### config.mk
export PLATFORM = sky130hd
export DESIGN_NAME = sxh_load_unit
export DESIGN_NICKNAME = d
export VERILOG_FILES = /design/src/rtl/sxh_pkg.sv /design/src/rtl/sxh_decode.sv /design/src/rtl/sxh_agen.sv /design/src/rtl/sxh_seq.sv /design/src/rtl/sxh_load_unit.sv
export SDC_FILE = /design/constraint.sdc
export NUM_CORES = 1
export LEC_CHECK = 0
export BUFFER_PORTS_ARGS = -buffer_cell sky130_fd_sc_hd__clkbuf_2
export CAP_MARGIN = 20
export CORE_ASPECT_RATIO = 2
export CORE_UTILIZATION = 40
export DETAILED_ROUTE_END_ITERATION = 8
export PLACE_DENSITY_LB_ADDON = 0.12
export SLEW_MARGIN = 20
export SYNTH_ARGS = -nofsm -noshare
export SYNTH_HDL_FRONTEND = slang
export SYNTH_SLANG_ARGS = --single-unit
### constraint.sdc
create_clock -name clk -period 5.35 [get_ports clk]
set_clock_uncertainty 0.05 [all_clocks]
set_input_delay 0.2675 -clock clk [delete_from_list [all_inputs] [get_ports clk]]
set_output_delay 0.2675 -clock clk [all_outputs]
set_load 0.01 [all_outputs]
### src/rtl/sxh_pkg.sv
// Shared encodings and types for the signed-halfword load unit.
// Assumes the fixed 32-bit instruction layout with 5-bit register fields.
package sxh_pkg;
    localparam int REG_IDX_W = 5;
    localparam int HALF_W    = 16;

    localparam logic [5:0] OPC_DISP     = 6'd42;
    localparam logic [5:0] OPC_DISP_UPD = 6'd43;
    localparam logic [5:0] OPC_EXT      = 6'd31;
    localparam logic [9:0] XO_IDX       = 10'd343;
    localparam logic [9:0] XO_IDX_UPD   = 10'd375;

    typedef struct packed {
        logic                 legal;
        logic                 upd;
        logic                 idx;
        logic [REG_IDX_W-1:0] rt;
        logic [REG_IDX_W-1:0] ra;
        logic [REG_IDX_W-1:0] rb;
        logic [HALF_W-1:0]    disp;
    } sxh_dec_t;

    typedef enum logic [1:0] {
        S_IDLE = 2'd0,
        S_MEM  = 2'd1,
        S_WBD  = 2'd2,
        S_WBB  = 2'd3
    } sxh_state_e;
endpackage

### src/rtl/sxh_decode.sv
// Instruction decoder: splits the word into register fields and flags the
// four recognised encodings. Purely combinational; the record bit is dropped.
module sxh_decode
    import sxh_pkg::*;
(
    input  logic [31:0] instr_i,
    output sxh_dec_t    dec_o
);
    logic unused_rc;
    assign unused_rc = instr_i[0];

    // Field extraction and encoding match
    always_comb begin
        dec_o       = '0;
        dec_o.rt    = instr_i[25:21];
        dec_o.ra    = instr_i[20:16];
        dec_o.rb    = instr_i[15:11];
        dec_o.disp  = instr_i[15:0];
        case (instr_i[31:26])
            OPC_DISP:     dec_o.legal = 1'b1;
            OPC_DISP_UPD: begin
                dec_o.legal = 1'b1;
                dec_o.upd   = 1'b1;
            end
            OPC_EXT: begin
                if (instr_i[10:1] == XO_IDX) begin
                    dec_o.legal = 1'b1;
                    dec_o.idx   = 1'b1;
                end else if (instr_i[10:1] == XO_IDX_UPD) begin
                    dec_o.legal = 1'b1;
                    dec_o.idx   = 1'b1;
                    dec_o.upd   = 1'b1;
                end
            end
            default: dec_o.legal = 1'b0;
        endcase
    end
endmodule

### src/rtl/sxh_agen.sv
// Effective-address generator: base (or zero) plus sign-extended immediate
// or index, summed at XLEN bits and cut to AW bits. Assumes AW <= XLEN.
module sxh_agen #(
    parameter int XLEN = 64,
    parameter int AW   = 32
) (
    input  logic            upd_i,
    input  logic            idx_i,
    input  logic            ra_zero_i,
    input  logic [15:0]     disp_i,
    input  logic [XLEN-1:0] base_i,
    input  logic [XLEN-1:0] index_i,
    output logic [AW-1:0]   ea_o
);
    localparam int DEXT = XLEN - 16;

    logic [XLEN-1:0] base_eff;
    logic [XLEN-1:0] offset;
    logic [XLEN-1:0] sum;
    logic            unused_hi;

    // Operand selection with the zero-base rule for non-update forms
    always_comb begin
        base_eff = (ra_zero_i && !upd_i) ? '0 : base_i;
        offset   = idx_i ? index_i : {{DEXT{disp_i[15]}}, disp_i};
        sum      = base_eff + offset;
    end

    assign ea_o      = sum[AW-1:0];
    assign unused_hi = ^sum;
endmodule

### src/rtl/sxh_seq.sv
// Sequencer: holds the memory request, captures the halfword, then issues
// the destination write and, for update forms, the base write one cycle later.
// Assumes the register file commits one write per cycle in issue order.
module sxh_seq
    import sxh_pkg::*;
#(
    parameter int XLEN = 64,
    parameter int AW   = 32
) (
    input  logic                 clk,
    input  logic                 rst_n,
    input  logic                 start_i,
    input  logic                 legal_i,
    input  logic                 upd_i,
    input  logic [REG_IDX_W-1:0] rt_i,
    input  logic [REG_IDX_W-1:0] ra_i,
    input  logic [AW-1:0]        ea_i,
    output logic                 mem_req_o,
    output logic [AW-1:0]        mem_addr_o,
    input  logic                 mem_rvalid_i,
    input  logic [HALF_W-1:0]    mem_rdata_i,
    output logic                 rf_we_o,
    output logic [REG_IDX_W-1:0] rf_waddr_o,
    output logic [XLEN-1:0]      rf_wdata_o,
    output logic                 done_o,
    output logic                 illegal_o
);
    localparam int SEXT_W = XLEN - HALF_W;
    localparam int ZEXT_W = XLEN - AW;

    sxh_state_e           state_q;
    logic                 upd_q;
    logic [REG_IDX_W-1:0] rt_q;
    logic [REG_IDX_W-1:0] ra_q;
    logic [AW-1:0]        ea_q;
    logic [HALF_W-1:0]    half_q;
    logic                 ill_q;

    // State, captured operands and the illegal pulse
    always_ff @(posedge clk) begin
        if (!rst_n) begin
            state_q <= S_IDLE;
            upd_q   <= 1'b0;
            rt_q    <= '0;
            ra_q    <= '0;
            ea_q    <= '0;
            half_q  <= '0;
            ill_q   <= 1'b0;
        end else begin
            ill_q <= (state_q == S_IDLE) && start_i && !legal_i;
            case (state_q)
                S_IDLE: if (start_i && legal_i) begin
                    state_q <= S_MEM;
                    upd_q   <= upd_i;
                    rt_q    <= rt_i;
                    ra_q    <= ra_i;
                    ea_q    <= ea_i;
                end
                S_MEM: if (mem_rvalid_i) begin
                    half_q  <= mem_rdata_i;
                    state_q <= S_WBD;
                end
                S_WBD:   state_q <= upd_q ? S_WBB : S_IDLE;
                default: state_q <= S_IDLE;
            endcase
        end
    end

    // Output decode from the current state
    always_comb begin
        mem_req_o  = (state_q == S_MEM);
        mem_addr_o = ea_q;
        rf_we_o    = (state_q == S_WBD) || (state_q == S_WBB);
        rf_waddr_o = (state_q == S_WBB) ? ra_q : rt_q;
        rf_wdata_o = (state_q == S_WBB) ? {{ZEXT_W{1'b0}}, ea_q}
                                        : {{SEXT_W{half_q[HALF_W-1]}}, half_q};
        done_o     = (state_q == S_WBB) || ((state_q == S_WBD) && !upd_q);
        illegal_o  = ill_q;
    end

    assert_ill_quiet_R10: assert property (@(posedge clk) disable iff (!rst_n)
        (state_q == S_IDLE && start_i && !legal_i) |=> (illegal_o && !mem_req_o && !rf_we_o));

    assert_req_hold_R11: assert property (@(posedge clk) disable iff (!rst_n)
        (mem_req_o && !mem_rvalid_i) |=> (mem_req_o && $stable(mem_addr_o)));

    assert_wb_after_resp_R11: assert property (@(posedge clk) disable iff (!rst_n)
        (mem_req_o && mem_rvalid_i) |=> (rf_we_o && rf_wdata_o[HALF_W-1:0] == $past(mem_rdata_i)));

    assert_sext_R6: assert property (@(posedge clk) disable iff (!rst_n)
        (rf_we_o && $past(mem_rvalid_i) && $past(mem_req_o))
            |-> (rf_wdata_o[XLEN-1:HALF_W] == {SEXT_W{rf_wdata_o[HALF_W-1]}}));

    assert_base_last_R8: assert property (@(posedge clk) disable iff (!rst_n)
        (rf_we_o && !done_o) |=> (rf_we_o && done_o && rf_wdata_o[XLEN-1:AW] == '0));

    assert_done_we_R11: assert property (@(posedge clk) disable iff (!rst_n)
        done_o |-> rf_we_o);
endmodule

### src/rtl/sxh_load_unit.sv
// Top of the signed-halfword load unit: decode, address generation and the
// request/writeback sequencer. Register reads are combinational in the start
// cycle; one instruction is in flight at a time.
module sxh_load_unit
    import sxh_pkg::*;
#(
    parameter int XLEN = 64,
    parameter int AW   = 32
) (
    input  logic                 clk,
    input  logic                 rst_n,
    input  logic                 start_i,
    input  logic [31:0]          instr_i,
    output logic [REG_IDX_W-1:0] rf_rd_a_addr_o,
    input  logic [XLEN-1:0]      rf_rd_a_data_i,
    output logic [REG_IDX_W-1:0] rf_rd_b_addr_o,
    input  logic [XLEN-1:0]      rf_rd_b_data_i,
    output logic                 mem_req_o,
    output logic [AW-1:0]        mem_addr_o,
    input  logic                 mem_rvalid_i,
    input  logic [HALF_W-1:0]    mem_rdata_i,
    output logic                 rf_we_o,
    output logic [REG_IDX_W-1:0] rf_waddr_o,
    output logic [XLEN-1:0]      rf_wdata_o,
    output logic                 done_o,
    output logic                 illegal_o
);
    sxh_dec_t      dec;
    logic [AW-1:0] ea;

    sxh_decode u_dec (
        .instr_i (instr_i),
        .dec_o   (dec)
    );

    assign rf_rd_a_addr_o = dec.ra;
    assign rf_rd_b_addr_o = dec.rb;

    sxh_agen #(.XLEN(XLEN), .AW(AW)) u_agen (
        .upd_i     (dec.upd),
        .idx_i     (dec.idx),
        .ra_zero_i (dec.ra == '0),
        .disp_i    (dec.disp),
        .base_i    (rf_rd_a_data_i),
        .index_i   (rf_rd_b_data_i),
        .ea_o      (ea)
    );

    sxh_seq #(.XLEN(XLEN), .AW(AW)) u_seq (
        .clk          (clk),
        .rst_n        (rst_n),
        .start_i      (start_i),
        .legal_i      (dec.legal),
        .upd_i        (dec.upd),
        .rt_i         (dec.rt),
        .ra_i         (dec.ra),
        .ea_i         (ea),
        .mem_req_o    (mem_req_o),
        .mem_addr_o   (mem_addr_o),
        .mem_rvalid_i (mem_rvalid_i),
        .mem_rdata_i  (mem_rdata_i),
        .rf_we_o      (rf_we_o),
        .rf_waddr_o   (rf_waddr_o),
        .rf_wdata_o   (rf_wdata_o),
        .done_o       (done_o),
        .illegal_o    (illegal_o)
    );

    assert_quiet_reset_R12: assert property (@(posedge clk)
        !rst_n |=> (!mem_req_o && !rf_we_o && !done_o && !illegal_o));
endmodule

==> results of run 1 <==
## cells in the mapped netlist (3+ instances only)
| cell type | number | area [µm²] |
|---|---|---|
| buf_1 | 6 | 22.5 |
| nor3_1 | 14 | 70.1 |
| or4_1 | 4 | 30.0 |
| a21o_1 | 39 | 293 |
| o21ai_0 | 10 | 50.1 |
| ha_1 | 31 | 388 |
| xor2_1 | 5 | 43.8 |
| and2_1 | 41 | 257 |
| a31oi_1 | 5 | 31.3 |
| and3_1 | 7 | 43.8 |
| o211ai_1 | 8 | 60.1 |
| nand4_1 | 5 | 31.3 |
| mux2i_1 | 3 | 30.0 |
| inv_1 | 13 | 48.8 |
| o21ai_1 | 8 | 40.0 |
| nor2_1 | 27 | 101 |
| o31ai_1 | 3 | 22.5 |
| a221oi_1 | 4 | 35.0 |
| xnor2_1 | 12 | 105 |
| o21a_1 | 5 | 37.5 |
| nand2_1 | 194 | 728 |
| or3_1 | 3 | 18.8 |
| dfxtp_1 | 62 | 1240 |
| a21oi_1 | 77 | 385 |
| mux2_2 | 10 | 113 |
| a211oi_1 | 4 | 30.0 |
| o21bai_1 | 6 | 45.0 |
| nand3_1 | 21 | 105 |
| buf_4 | 41 | 308 |
| clkbuf_1 | 34 | 128 |
## final timing paths
kind                                 startpoint                                 to  cells after the start
setup / recovery                     instr_i[4]  u_seq.mem_addr_o[30]$_SDFFE_PN0P_                     13
hold / removal                      instr_i[23]         u_seq.rt_q[2]$_SDFFE_PN0P_                      3
setup reg to reg  u_seq.state_q[1]$_SDFFE_PN0P_  u_seq.mem_addr_o[31]$_SDFFE_PN0P_                      7
hold reg to reg    u_seq.half_q[0]$_SDFFE_PN0P_       u_seq.half_q[0]$_SDFFE_PN0P_                      2
## flip-flops by register name, summed over array words and instances, names as in the netlist
register,count
u_seq.illegal_o,1
u_seq.half_q,16
u_seq.mem_addr_o,32
u_seq.upd_q,1
u_seq.ra_q,5
u_seq.state_q,2
u_seq.rt_q,5
## metrics by stage
step                      setup slack (ns)  area (µm²)  instances  util, %  hold slack (ns)
after floorplan                       1.55        5380        751        -            0.353
after global placement                1.09        6360       1063     48.6            0.391
after detailed placement              1.04        6360       1063     48.6            0.397
after CTS                             1.40        6630       1079     50.8            0.101
after global routing                  1.24        6630       1079     50.8            0.106
final                                 1.45        6630       1079     50.8            0.110
## cell families after synthesis
group / Yosys count / synth area share, %
compound gates: 199 / 24.9
xor+xnor: 18 / 3.07
flops: 62 / 23.1
fa+ha+maj: 32 / 7.58
mux: 13 / 2.65
simple gates: 332 / 29.2
buf+inv: 95 / 9.50
## placed cells by master, fill, tap and decap left out, types with 8 or more instances in the layout
cell       netlist  final
a21o_1          39     39
a21oi_1         77     77
and2_1          41     41
buf_4           41     12
clkbuf_16        0      9
clkbuf_2         0    230
dfxtp_1         62     62
ha_1            31     31
inv_1           13     12
mux2_2          10     10
nand2_1        194    194
nand3_1         21     21
nor2_1          27     27
nor3_1          14     14
o211ai_1         8      8
o21ai_0         10     10
xnor2_1         12     12
## power groups by stage
| stage | Sequential, mW | Combinational (mW) | Clock, mW |
|---|---|---|---|
| after global routing | 0.470 | 0.396 | 0.576 |
| after detailed placement | 0.479 | 0.362 | 0 |
| final | 0.469 | 0.364 | 0.543 |
| after global placement | 0.479 | 0.361 | 0 |
| after floorplan | 0.480 | 0.234 | 0 |
| after CTS | 0.469 | 0.364 | 0.554 |
## layer usage
| layer | up-vias | wire (µm) | track usage [%] |
|---|---|---|---|
| met5 | - | 0 | 0 |
| li1 | 2923 | - | - |
| met3 | 51 | 617 | 3.08 |
| met4 | 0 | 806 | 12.1 |
| met1 | 2608 | 6280 | 24.4 |
| met2 | 184 | 10400 | 53.1 |
## area by class of cell
type / instances / share of cell area, %
multi-input cells: 594 / 54.8
flip-flops and latches: 62 / 18.7
repair buffers: 242 / 18.7
clock buffers: 11 / 3.66
well taps: 152 / 2.87
inverters: 13 / 0.736
clock inverters: 5 / 0.509
## worst register-to-register path: cells and delay by family, from the launching register on
kind | cells | cell delay (ns)
buffers and inverters | 1 | 0.34
flip-flops | 1 | 0.37
AO/OA/AOI/OAI | 2 | 0.28
AND/OR/NAND/NOR | 4 | 1.27
==> summary.md, run 1 <==
| Metric | Value |
|---|---|
| Outcome | finished with violations |
| Failing checks | design-rule violations |
| Sw power | 435 µW |
| Clk root buf | clkbuf_16 |
| Reg2Reg Setup Slack | 2.92 ns |
| Routed wire length per instance | 16.8 µm |
| Reg area | 1240 µm² |
| # clock sinks | 62 |
| Max-slew headroom | 41.3% |
| Die X | 84.0 µm |
| Synth Cell Area | 5380 µm² |
| Fmax | 257 MHz |
| Max VDD drop | 0.000108 V |
| Slowest-stage cell, CP | nor4_4 |
| Fillers | 1371 |
| CP startpoint kind | primary input |
| Post-Synthesis Cells | 751 |
| Sw Share | 31.6% |
| Critical Path RT | 5.57 ns |
| Routed vias/inst | 5.34 |
| Grt ovf | 0 |
| CP Max Fanout | 29 |
| CTS tree | yes |
| Worst slew pin tran | 0.878 ns |
| Core ar. | 13100 µm² |
| Mapped Nets | 963 |
| Synth warnings | 0 |
| Register bit total from synthesis | 62 |
| Area grow syn2layout | 23.2% |
| Share of layout cells above drive strength 1 | 30.3% |
| Post-route setup TNS | 0 ns |
| Vias post-DR | 5766 |
| Clock-pin slew on the worst setup and hold paths | 0.06 ns |
| Number of global-route vias before repair | 5743 |
| Setup bufs post-CTS | 0 |
| Number of CTS-inserted buffers | 9 |
| Max-Cap Viols | 0 |
| Full die area | 14000 µm² |
| Int Pwr | 942 µW |
| LEAKAGE | 3.34 nW |
| I/O Pins | 295 |
| Multi-input gate area | 3630 µm² |
| Pins Over Slew Limit | 0 |
| Crit path buffers/inverters | 2 |
| H-Tree Depth | 3 |
| Combinational power share | 26.5% |
| Total iterations of the first detailed-routing run | 7 |
| Post-cts hold buffer count | 0 |
| FFs w/ async S/R, synth | 0% |
| Sequential element share of the synthesized area | 23.1% |
| Clock power frac | 39.5% |
| Starting density of the core | 41.2% |
| GP Congestion | 0.943 |
| Netlist cell types | 70 |
| Number of synthesized flops with an enable pin | 0 |
| Die Ht | 166 µm |
| Register share of total power | 34.1% |
| RSZ-0062 raised after global routing | false |
| Initial antenna violation count | 0 |
| Clk buf depth | 2 |
| All-layer global routing usage | 25.9% |
| Initial drt markers | 269 |
| Diode count | 0 |
| Clock Latency Late Sink | 0.33 ns |
| Hold Fails Final Rpt | 0 |
| Synth Area per Inst | 7.17 µm² |
| # DRC | 29 |
| Tot Pwr | 1.38 mW |
| CP arrival | 4.12 ns |
| Maximum number of pins on one net before global-route repair | 49 |
| HPWL Detailed | 14.6 mm |
| Nets | 1134 |
| Critical Path Sink Type | flip-flop |
| Finish-stage setup viols | 0 |
| CP Cell Sequence | clkbuf_2 -> nand4b_4 -> nor4_4 -> buf_4 -> mux2_2 -> ha_1 -> nand3_1 -> nor2_1 -> o211ai_1 -> o2bb2ai_2 -> o41a_1 -> o41ai_1 -> a221o_1 |
| Global-route wire length before repair | 28.6 mm |
| Pwr dens | 208 nW/µm² |
| Period minus WS final | 3.90 ns |
| Worst min path class | primary input to flip-flop |
| Crit-path max cell delay | 0.53 ns |
| Cell row count | 59 |
| Post-cts resize count | 0 |
| Top delay family on crit path | compound AO/OA/AOI/OAI gates |
| Post-DRT Antenna Nets | 0 |
| Period utilization | 72.8% |
| Drt total wl | 18.1 mm |
| Crit Path Category | primary input to flip-flop |
| Most common flop cell mapped by yosys | dfxtp_1 |
| Port buffer count | 230 |
Power figures use the tool's default switching activity.
==> run 2: changes to the inputs <==
==> constraint.sdc (replaced) <==
create_clock -name clk -period 3.16 [get_ports clk]
set_clock_uncertainty 0.05 [all_clocks]
set_input_delay 0.158 -clock clk [delete_from_list [all_inputs] [get_ports clk]]
set_output_delay 0.158 -clock clk [all_outputs]
set_load 0.01 [all_outputs]
==> summary.md, run 2 (synthesized netlist as in run 1, its figures left out) <==
| Metric | Value |
|---|---|
| Largest register FFs | 32 |
| Layout Cell Area excl Fill | 8220 µm² |
| Routed wire length per instance | 16.1 µm |
| DR WL met3 | 703 µm |
| Failing checks | design-rule violations |
| Full die area | 14000 µm² |
| Worst min path class | primary input to flip-flop |
| Pins Over Slew Limit | 0 |
| Post-route setup TNS | 0 ns |
| Vias post-DR | 6499 |
| LEAKAGE | 4.17 nW |
| Placed cells | 1195 |
| Top Layer Used | met4 |
| Outcome | finished with violations |
| Clk buf depth | 2 |
| Critical Path RT | 3.32 ns |
| Total iterations of the first detailed-routing run | 6 |
| CP startpoint kind | primary input |
| Period minus WS final | 3.14 ns |
| Initial antenna violation count | 0 |
| M1 wire length | 6.62 mm |
| Post-DRT Antenna Nets | 0 |
| CP arrival | 3.30 ns |
| Port buffer count | 230 |
| Routed vias/inst | 5.29 |
| Area grow syn2layout | 52.7% |
| DP Area | 7530 µm² |
| Commonest cells after routing, fill and taps aside | clkbuf_2, nand2_1, buf_4, a21oi_1, dfxtp_1 |
| Slowest-stage cell, CP | fa_2 |
| Global-route wire length before repair | 31.2 mm |
| Grt ovf | 0 |
| Tot Pwr | 2.73 mW |
| Number of global-route vias before repair | 6619 |
| Pwr dens | 332 nW/µm² |
| # clock sinks | 62 |
| Number of CTS-inserted buffers | 9 |
| Maximum number of pins on one net before global-route repair | 49 |
| Finish-stage setup viols | 0 |
| Fin cells | 1228 |
| I/O Pins | 295 |
| Crit-path max cell delay | 0.33 ns |
| Core Util, Final | 62.9% |
| Starting density of the core | 41.2% |
| Fmax | 319 MHz |
| Core ar. | 13100 µm² |
| Initial drt markers | 273 |
| Nets | 1283 |
| Max VDD drop | 0.000244 V |
| Clock-pin slew on the worst setup and hold paths | 0.06 ns |
| GP Congestion | 0.991 |
| Period utilization | 99.3% |
| RSZ-0062 raised after global routing | true |
| Die Ht | 166 µm |
| H-Tree Depth | 3 |
| Crit Path Category | primary input to flip-flop |
| Diode count | 0 |
| # DRC | 26 |
| Max-Cap Viols | 0 |
| Hold Fails Final Rpt | 0 |
| Critical Path Sink Type | flip-flop |
| Max-slew headroom | 47.2% |
| All-layer global routing usage | 28.2% |
| Clock Latency Late Sink | 0.32 ns |
| CTS tree | yes |
| CP Max Fanout | 4 |
| Cell row count | 59 |
| Drt total wl | 19.8 mm |
| Share of layout cells above drive strength 1 | 43.8% |
| Most common cell after layout, fill and taps aside | clkbuf_2 |
| Clk root buf | clkbuf_16 |
| Met2 WL | 11.3 mm |
| Die X | 84.0 µm |
| HPWL Detailed | 16.2 mm |
| CP Cell Sequence | buf_6 -> nand4bb_4 -> nor4_4 -> buf_4 -> mux2_4 -> ha_4 -> fa_2 -> a21o_1 -> a221oi_2 -> o21ai_2 -> o2bb2ai_4 -> o41a_1 -> o41ai_2 -> a221o_1 |
| Fillers | 1270 |
| Worst slew pin tran | 0.789 ns |
[run 2: cell types whose count changed in the layout (fill, tap and decap cells not counted), sizes merged]
cell,previous run,this run
buf,12,156
bufinv,0,1
clkbuf,241,240
clkinv,3,2
clkinvlp,2,1
dlygate4sd3,0,6
inv,13,14
[run 2: metrics by stage]
step,hold WS [ns],setup slack (ns)
final,0.00146,0.0211
after global routing,0.00139,-0.0901
after CTS,0.000698,0.00444
after detailed placement,0.339,-0.403
after global placement,0.334,-0.352
after floorplan,0.244,-0.130
[run 2: layer usage]
| layer | vias to the layer above | GRT usage [%] |
|---|---|---|
| met5 | - | 0 |
| met4 | 0 | 16.9 |
| met3 | 67 | 3.98 |
| met2 | 190 | 57.4 |
| met1 | 3014 | 25.1 |
| li1 | 3228 | - |
[run 2: power breakdown]
group          internal [mW]  switching, mW  leakage, nW
registers              0.789        0.00549        0.500
clock network          0.653          0.350        0.152
logic                  0.479          0.451         3.52
[run 2: final timing paths]
| kind | from | cells past startpoint | slack [ns] | end |
|---|---|---|---|---|
| worst max-delay path | instr_i[31] | 14 | 0.02 | u_seq.mem_addr_o[30]$_SDFFE_PN0P_ |
| worst min-delay path | mem_rdata_i[8] | 3 | 0.001 | u_seq.half_q[8]$_SDFFE_PN0P_ |
| worst max register to register | u_seq.state_q[1]$_SDFFE_PN0P_ | 7 | 0.93 | u_seq.mem_addr_o[26]$_SDFFE_PN0P_ |
| worst min register to register | u_seq.half_q[8]$_SDFFE_PN0P_ | 2 | 0.40 | u_seq.half_q[8]$_SDFFE_PN0P_ |
[run 2: worst max-delay path, delay by kind of cell]
| kind | cells | cell delay, ns |
|---|---|---|
| compound gates | 7 | 1.49 |
| buf+inv | 2 | 0.28 |
| fa+ha+maj | 2 | 0.50 |
| simple gates | 2 | 0.57 |
| mux | 1 | 0.31 |
[run 2: what timing repair did]
item	in CTS	in global routing
buffers inserted	1	10
hold buffers	6	0
setup endpoints to repair	6	18
gates resized for setup	3	42
pin swaps	6	29
endpoints found under the hold margin	6	0
[run 2: final cells by class]
class                      instances  area [µm²]  area share (%)
inverter                          13        48.8           0.593
multi-input combinational        594        4030            49.0
sequential                        62        1240            15.1
timing repair buffer             391        2410            29.3
tap                              152         190            2.31
clock inverter                     5        56.3           0.685
clock buffer                      11         253            3.07
